<file path="src/rtl/sdsCtlPkg.sv">
package sdsCtlPkg;
  localparam int REG_W = 16;

  // PHY control-interface registers reached through the window
  localparam logic [REG_W-1:0] REG_CTL = 16'h80A0;
  localparam logic [REG_W-1:0] REG_ADR = 16'h80A1;
  localparam logic [REG_W-1:0] REG_DAT = 16'h80A2;

  localparam int CTL_GO_BIT = 0;  // read: busy, write: start
  localparam int CTL_WR_BIT = 1;  // 1 = write, 0 = read

  typedef enum logic [2:0] {
    SP_POLL_PRE,
    SP_ADDR,
    SP_DATA,
    SP_START,
    SP_POLL_POST,
    SP_FETCH
  } stepT;

  typedef struct packed {
    logic load;      // latch a new command
    logic capture;   // store read data
    logic winPhase;  // 0: page write, 1: windowed access
    stepT step;      // which register access is running
  } strobeT;
endpackage

</file>
<file path="src/rtl/sdsCtlPath.sv">
module sdsCtlPath
  import sdsCtlPkg::*;
#(
  parameter int DEV_W  = 5,
  parameter int BUS_AW = 12,
  parameter int BUS_DW = 32
) (
  input  logic              clk,
  input  logic              rstN,
  input  strobeT            strobe,
  input  logic              cmdWrite,
  input  logic [DEV_W-1:0]  cmdDev,
  input  logic [REG_W-1:0]  cmdAddr,
  input  logic [REG_W-1:0]  cmdWdata,
  input  logic [BUS_DW-1:0] busRdata,
  output logic [BUS_AW-1:0] busAddr,
  output logic              busWe,
  output logic [BUS_DW-1:0] busWdata,
  output logic              busyBit,
  output logic              isWrite,
  output logic [REG_W-1:0]  rspData
);
  localparam int IDX_W = BUS_AW - 3;
  localparam logic [BUS_AW-1:0] PAGE_OFF = {1'b1, {(BUS_AW-1){1'b0}}};

  logic [DEV_W-1:0] devQ;
  logic [REG_W-1:0] addrQ;
  logic [REG_W-1:0] dataQ;
  logic [REG_W-1:0] regSel;
  logic [REG_W-1:0] startWord;
  logic [REG_W-1:0] winData;

  always_ff @(posedge clk) begin
    if (!rstN) begin
      devQ    <= '0;
      addrQ   <= '0;
      dataQ   <= '0;
      isWrite <= 1'b0;
      rspData <= '0;
    end else begin
      if (strobe.load) begin
        devQ    <= cmdDev;
        addrQ   <= cmdAddr;
        dataQ   <= cmdWdata;
        isWrite <= cmdWrite;
      end
      if (strobe.capture) rspData <= busRdata[REG_W-1:0];
    end
  end

  always_comb begin
    case (strobe.step)
      SP_ADDR:            regSel = REG_ADR;
      SP_DATA, SP_FETCH:  regSel = REG_DAT;
      default:            regSel = REG_CTL;
    endcase
  end

  always_comb begin
    startWord             = '0;
    startWord[CTL_GO_BIT] = 1'b1;
    startWord[CTL_WR_BIT] = isWrite;
    case (strobe.step)
      SP_ADDR:  winData = addrQ;
      SP_DATA:  winData = dataQ;
      SP_START: winData = startWord;
      default:  winData = '0;
    endcase
  end

  always_comb begin
    if (strobe.winPhase) begin
      busAddr  = {1'b0, regSel[IDX_W-1:0], 2'b00};
      busWe    = (strobe.step == SP_ADDR) || (strobe.step == SP_DATA) ||
                 (strobe.step == SP_START);
      busWdata = BUS_DW'(winData);
    end else begin
      busAddr  = PAGE_OFF;
      busWe    = 1'b1;
      busWdata = BUS_DW'({devQ, regSel[REG_W-1:IDX_W]});
    end
  end

  assign busyBit = busRdata[CTL_GO_BIT];
endmodule

</file>
<file path="src/rtl/sdsCtlFsm.sv">
module sdsCtlFsm
  import sdsCtlPkg::*;
#(
  parameter int POLL_GAP   = 625,
  parameter int POLL_LIMIT = 1000
) (
  input  logic   clk,
  input  logic   rstN,
  input  logic   cmdValid,
  input  logic   busAck,
  input  logic   busyBit,
  input  logic   isWrite,
  output logic   cmdReady,
  output logic   busReq,
  output strobeT strobe,
  output logic   rspDone,
  output logic   rspTimeout
);
  localparam int PC_W = $clog2(POLL_LIMIT + 1);
  localparam int GC_W = $clog2(POLL_GAP + 1);
  localparam logic [PC_W-1:0] PC_LAST = PC_W'(POLL_LIMIT - 1);
  localparam logic [GC_W-1:0] GC_LAST = GC_W'(POLL_GAP - 1);

  typedef enum logic [1:0] {ST_IDLE, ST_PAGE, ST_WIN, ST_WAIT} stateT;

  stateT           state;
  stepT            step;
  logic [PC_W-1:0] pollCnt;
  logic [GC_W-1:0] gapCnt;
  logic            isPoll;

  assign isPoll = (step == SP_POLL_PRE) || (step == SP_POLL_POST);

  always_ff @(posedge clk) begin
    if (!rstN) begin
      state      <= ST_IDLE;
      step       <= SP_POLL_PRE;
      pollCnt    <= '0;
      gapCnt     <= '0;
      rspDone    <= 1'b0;
      rspTimeout <= 1'b0;
    end else begin
      rspDone <= 1'b0;
      case (state)
        ST_IDLE: if (cmdValid) begin
          state      <= ST_PAGE;
          step       <= SP_POLL_PRE;
          pollCnt    <= '0;
          rspTimeout <= 1'b0;
        end
        ST_PAGE: if (busAck) state <= ST_WIN;
        ST_WIN: if (busAck) begin
          if (isPoll && busyBit) begin
            if (pollCnt == PC_LAST) begin
              state      <= ST_IDLE;
              rspDone    <= 1'b1;
              rspTimeout <= 1'b1;
            end else begin
              pollCnt <= pollCnt + 1'b1;
              gapCnt  <= '0;
              state   <= ST_WAIT;
            end
          end else begin
            state <= ST_PAGE;
            case (step)
              SP_POLL_PRE: begin
                pollCnt <= '0;
                step    <= SP_ADDR;
              end
              SP_ADDR:  step <= isWrite ? SP_DATA : SP_START;
              SP_DATA:  step <= SP_START;
              SP_START: begin
                if (isWrite) begin
                  state   <= ST_IDLE;
                  rspDone <= 1'b1;
                end else begin
                  step <= SP_POLL_POST;
                end
              end
              SP_POLL_POST: begin
                pollCnt <= '0;
                step    <= SP_FETCH;
              end
              default: begin
                state   <= ST_IDLE;
                rspDone <= 1'b1;
              end
            endcase
          end
        end
        default: begin
          if (gapCnt == GC_LAST) state <= ST_PAGE;
          else gapCnt <= gapCnt + 1'b1;
        end
      endcase
    end
  end

  assign cmdReady        = (state == ST_IDLE);
  assign busReq          = (state == ST_PAGE) || (state == ST_WIN);
  assign strobe.load     = cmdReady && cmdValid;
  assign strobe.capture  = (state == ST_WIN) && busAck && (step == SP_FETCH);
  assign strobe.winPhase = (state == ST_WIN);
  assign strobe.step     = step;

  // completion is a single-cycle pulse
  a_r8_done_single: assert property (@(posedge clk) disable iff (!rstN)
    rspDone |=> !rspDone);

  // every completion is caused by an acknowledged bus access
  a_r3_done_after_ack: assert property (@(posedge clk) disable iff (!rstN)
    rspDone |-> $past(busAck));

  // a timeout is only reported right after a busy read
  a_r6_timeout_on_busy: assert property (@(posedge clk) disable iff (!rstN)
    (rspDone && rspTimeout) |-> $past(busyBit));
endmodule

</file>
<file path="src/rtl/sdsCtlMaster.sv">
module sdsCtlMaster
  import sdsCtlPkg::*;
#(
  parameter int DEV_W      = 5,
  parameter int BUS_AW     = 12,
  parameter int BUS_DW     = 32,
  parameter int POLL_GAP   = 625,
  parameter int POLL_LIMIT = 1000
) (
  input  logic              clk,
  input  logic              rstN,
  input  logic              cmdValid,
  output logic              cmdReady,
  input  logic              cmdWrite,
  input  logic [DEV_W-1:0]  cmdDev,
  input  logic [15:0]       cmdAddr,
  input  logic [15:0]       cmdWdata,
  output logic              rspDone,
  output logic              rspTimeout,
  output logic [15:0]       rspData,
  output logic              busReq,
  output logic              busWe,
  output logic [BUS_AW-1:0] busAddr,
  output logic [BUS_DW-1:0] busWdata,
  input  logic              busAck,
  input  logic [BUS_DW-1:0] busRdata
);
  localparam logic [BUS_AW-1:0] PAGE_OFF = {1'b1, {(BUS_AW-1){1'b0}}};

  strobeT strobe;
  logic   busyBit;
  logic   isWrite;

  sdsCtlFsm #(
    .POLL_GAP  (POLL_GAP),
    .POLL_LIMIT(POLL_LIMIT)
  ) u_fsm (
    .clk       (clk),
    .rstN      (rstN),
    .cmdValid  (cmdValid),
    .busAck    (busAck),
    .busyBit   (busyBit),
    .isWrite   (isWrite),
    .cmdReady  (cmdReady),
    .busReq    (busReq),
    .strobe    (strobe),
    .rspDone   (rspDone),
    .rspTimeout(rspTimeout)
  );

  sdsCtlPath #(
    .DEV_W (DEV_W),
    .BUS_AW(BUS_AW),
    .BUS_DW(BUS_DW)
  ) u_path (
    .clk     (clk),
    .rstN    (rstN),
    .strobe  (strobe),
    .cmdWrite(cmdWrite),
    .cmdDev  (cmdDev),
    .cmdAddr (cmdAddr),
    .cmdWdata(cmdWdata),
    .busRdata(busRdata),
    .busAddr (busAddr),
    .busWe   (busWe),
    .busWdata(busWdata),
    .busyBit (busyBit),
    .isWrite (isWrite),
    .rspData (rspData)
  );

  // request and its payload hold until acknowledged
  a_r9_req_hold: assert property (@(posedge clk) disable iff (!rstN)
    (busReq && !busAck) |=> (busReq && $stable(busAddr) && $stable(busWe) &&
                             $stable(busWdata)));

  // an acknowledged page write is followed at once by a window access
  a_r2_window_after_page: assert property (@(posedge clk) disable iff (!rstN)
    (busReq && busAck && busAddr == PAGE_OFF) |=> (busReq && busAddr != PAGE_OFF));
endmodule

</file>
<file path="config.mk">
export PLATFORM = sky130hd
export DESIGN_NAME = sdsCtlMaster
export DESIGN_NICKNAME = d
export VERILOG_FILES = /design/src/rtl/sdsCtlPkg.sv /design/src/rtl/sdsCtlPath.sv /design/src/rtl/sdsCtlFsm.sv /design/src/rtl/sdsCtlMaster.sv
export SDC_FILE = /design/constraint.sdc
export NUM_CORES = 1
export LEC_CHECK = 0
export BUFFER_PORTS_ARGS = -buffer_cell sky130_fd_sc_hd__buf_2
export CAP_MARGIN = 5
export CORE_ASPECT_RATIO = 1.25
export CORE_UTILIZATION = 40
export CTS_CLUSTER_SIZE = 30
export DETAILED_ROUTE_END_ITERATION = 6
export MAX_ROUTING_LAYER = met4
export PLACE_DENSITY_LB_ADDON = 0.3
export SLEW_MARGIN = 20
export SYNTH_ARGS = -nofsm -noshare
export SYNTH_HDL_FRONTEND = slang
export SYNTH_SLANG_ARGS = --single-unit
export TNS_END_PERCENT = 30
</file>
<file path="constraint.sdc">
create_clock -name clk -period 5 [get_ports clk]
set_clock_uncertainty 0.1 [all_clocks]
set_input_delay 0.5 -clock clk [delete_from_list [all_inputs] [get_ports clk]]
set_output_delay 0.5 -clock clk [all_outputs]
set_load 0.03 [all_outputs]
</file>
==> out/results.tsv <==
stage	metric	value	unit
yosys	synth_edf_count	0	
yosys	yosysTopAreaCellShare	41.43	%
clocking	clock_latency	0.34	ns
grt	grt_antenna_before_repair	0	
clocking	cts_tree	built	
status	status	finished with violations	
setup_path	cp_num_buf_inv	2	
placement	post_dp_cell_area	0.004365	mm²
layout	fillerInstances	980	
grt	grt_pass1_wl	16.02	mm
setup_path	critPathTopFamily	adder cells	
timing	tightestPinTransition	1.020	ns
yosys	yosys.area.top_type	dfxtp_1	
yosys	ys_seq_area_share	41.43	%
setup_path	crit_fanout	18	
yosys	netlist_instances	493	
timing	setup-violations-final	0	
routing	drc_errors	1	
power	peakVddDrop	0.2640	mV
layout	post-route-cell-area	0.004663	mm²
layout	nets	653	
timing	tns	0	ns
floorplan	rows	40	
clocking	ctsResizeCount	0	
clocking	cts_sinks	81	
floorplan	design.core.area	0.009559	mm²
power	p_leak	1.845	nW
run	drv_cap	0	
timing	final-max-slew-violation-count	0	
routing	num_vias	3576	
routing	wl	9.188	mm
floorplan	num_io_pins	139	
grt	grtUsageTotal	19.86	%
yosys	syn-cell-area	0.003914	mm²
clocking	htreeDepth	3	
clocking	cts_post_setup_buffers_inserted	0	
clocking	hold_buffers	0	
timing	fmax	0.3324	GHz
placement	numPortBuffers	99	
yosys	yosysMostFrequentCell	nand2_1	
grt	grt_pass1_vias	3475	
yosys	ys_types	56	
routing	drt_iter0_markers	185	
setup_path	worstPathArrival	2.41	ns
yosys	synthTopCellsByArea	dfxtp_1 (41%), nand2_1 (12%), a21oi_1 (8.7%), buf_4 (5.0%), a22oi_1 (2.9%)	
timing	hold_violations	0	
layout	area_growth	19.15	%
setup_path	crit_type	flop to primary output	
routing	via_per_inst	5.080	
yosys	yosysWarnings	0	
setup_path	cp.required	4.40	ns
grt	grt-ovfl-total	0	
clocking	clk_pin_slew	0.06	ns
routing	dr.pass1.iters	6	
setup_path	cpPeakStageDelay	0.57	ns
placement	dp_hpwl	6.428	mm
timing	rsz0062_at_grt	no	
setup_path	start_kind	flop	
yosys	synth-seq-cells	81	
layout	multi_input_area	0.002019	mm²
setup_path	crit_slowest_cell	ha_1	
yosys	synth_commonest_cells	nand2_1 (121), dfxtp_1 (81), a21oi_1 (68)	
clocking	cts_buffers	9	
clocking	root_buffer	clkbuf_16	
timing	finalCritPeriodShare	60.18	%
yosys	synthFlopType	dfxtp_1	
yosys	async_flop_share	0	%
layout	diodes	0	
status	violations	DRC	
yosys	syn_avg_cell_area	7.939	µm²
min_path	hold_path_class	input pin to flop	
setup_path	crit_path_end_kind	primary output	
clocking	cts_buffer_depth	2	
floorplan	die_w	90.48	µm
floorplan	design.die.area	0.01019	mm²
timing	post-route-min-period	3.009	ns
setup_path	path_cells	inv_1, ha_1, nand2b_1, o2bb2ai_1, buf_2	
routing	avgRoutedWirePerCell	13.05	µm
power	powerDensity	386.7	mW/mm²
layout	seqCellArea	0.001622	mm²
placement	finalWeightedCongestion	0.7865	
layout	drive_gt1_share	22.66	%
floorplan	die_h	112.6	µm
timing	relSlewSlack	31.77	%
floorplan	start_util	40.94	%
grt	grt_max_degree	59	
routing	drtAntennaViolNets	0	
cell families (layout without fill, tap and decap cells):
| logic type | count (synthesis) | in the layout | synth area share [%] |
|---|---|---|---|
| AO/OA/AOI/OAI | 125 | 125 | 19.85 |
| adder cells (fa/ha/maj) | 6 | 6 | 1.918 |
| other | 1 | 23 | 0.09582 |
| AND/OR/NAND/NOR | 202 | 202 | 24.62 |
| buffers and inverters | 66 | 129 | 9.079 |
| XOR/XNOR | 7 | 7 | 1.567 |
| multiplexers | 5 | 5 | 1.439 |
| flip-flops | 81 | 81 | 41.43 |
routing by layer:
| layer | vias up | global-route usage [%] | share of wire (%) | routed length [µm] |
|---|---|---|---|---|
| li1 | 1809 | - | - | - |
| met1 | 1662 | 23.30 | 45 | 4110 |
| met2 | 93 | 33.33 | 49 | 4523 |
| met3 | 12 | 4.404 | 4.7 | 433 |
| met4 | 0 | 6.882 | 1.3 | 121 |
| met5 | - | - | 0 | 0 |
placed cells by master, fill, tap and decap left out, types with 6 or more instances in the layout:
cell type / instances
a21oi_1: 68
a22oi_1: 15
buf_2: 99
clkbuf_16: 9
conb_1: 23
dfxtp_1: 81
ha_1: 6
inv_1: 8
nand2_1: 121
nand3_1: 9
nor2_1: 25
o21ai_0: 10
o31ai_1: 7
or3_1: 6
worst paths after layout:
kind	start	end	slack (ns)	depth (start not counted)
max	u_fsm.state[0]$_SDFFE_PN0P_	busWdata[11]	1.99	5
min	cmdWdata[9]	u_path.dataQ[9]$_SDFFE_PN0P_	0.30	3
max reg2reg	u_fsm.state[0]$_SDFFE_PN0P_	u_fsm.pollCnt[1]$_SDFFE_PN0P_	2.35	6
min reg2reg	u_path.rspData[11]$_SDFFE_PN0P_	u_path.rspData[11]$_SDFFE_PN0P_	0.35	2
cell type report:
class | instances | share of cell area, %
Multi-Input combinational cell | 368 | 43.31
Sequential cell | 81 | 34.77
Timing Repair Buffer | 104 | 11.43
Clock buffer | 11 | 5.205
Tap cell | 126 | 3.381
Clock inverter | 5 | 1.181
Inverter | 9 | 0.7244
sequential cells by signal, summed over array words and instances, names as in the netlist:
name              count
u_path.addrQ         16
u_path.dataQ         16
u_path.rspData       16
u_fsm.gapCnt         10
u_fsm.pollCnt        10
u_path.devQ           5
u_fsm.step            3
u_fsm.state           2
u_fsm.rspDone         1
u_fsm.rspTimeout      1
u_path.isWrite        1
tightest hold or removal path: cells and delay by family:
kind | cells | cell delay [ns]
AO/OA/AOI/OAI | 1 | 0.05
buffers and inverters | 1 | 0.09
AND/OR/NAND/NOR | 1 | 0.04
power by group:
part | internal, mW | switching [mW]
clock | 0.398 | 0.256
combinational | 0.134 | 0.276
sequential | 0.701 | 0.0374
total | 1.23 | 0.570
per-stage QoR:
step | setup slack [ns] | utilization (%) | cells | hold WS, ns | total power, mW
2_1_floorplan | 2.706 | - | 515 | 0.3332 | 1.083
3_5_place_dp | 2.297 | 45.67 | 688 | 0.3435 | 1.165
5_1_grt | 1.794 | 48.78 | 704 | 0.2900 | 1.901
4_1_cts | 1.953 | 48.78 | 704 | 0.2872 | 1.824
3_3_place_gp | 2.347 | 45.67 | 688 | 0.3398 | 1.157
6_report | 1.991 | 48.78 | 704 | 0.2977 | 1.803
(Power assumes the default switching activity.)
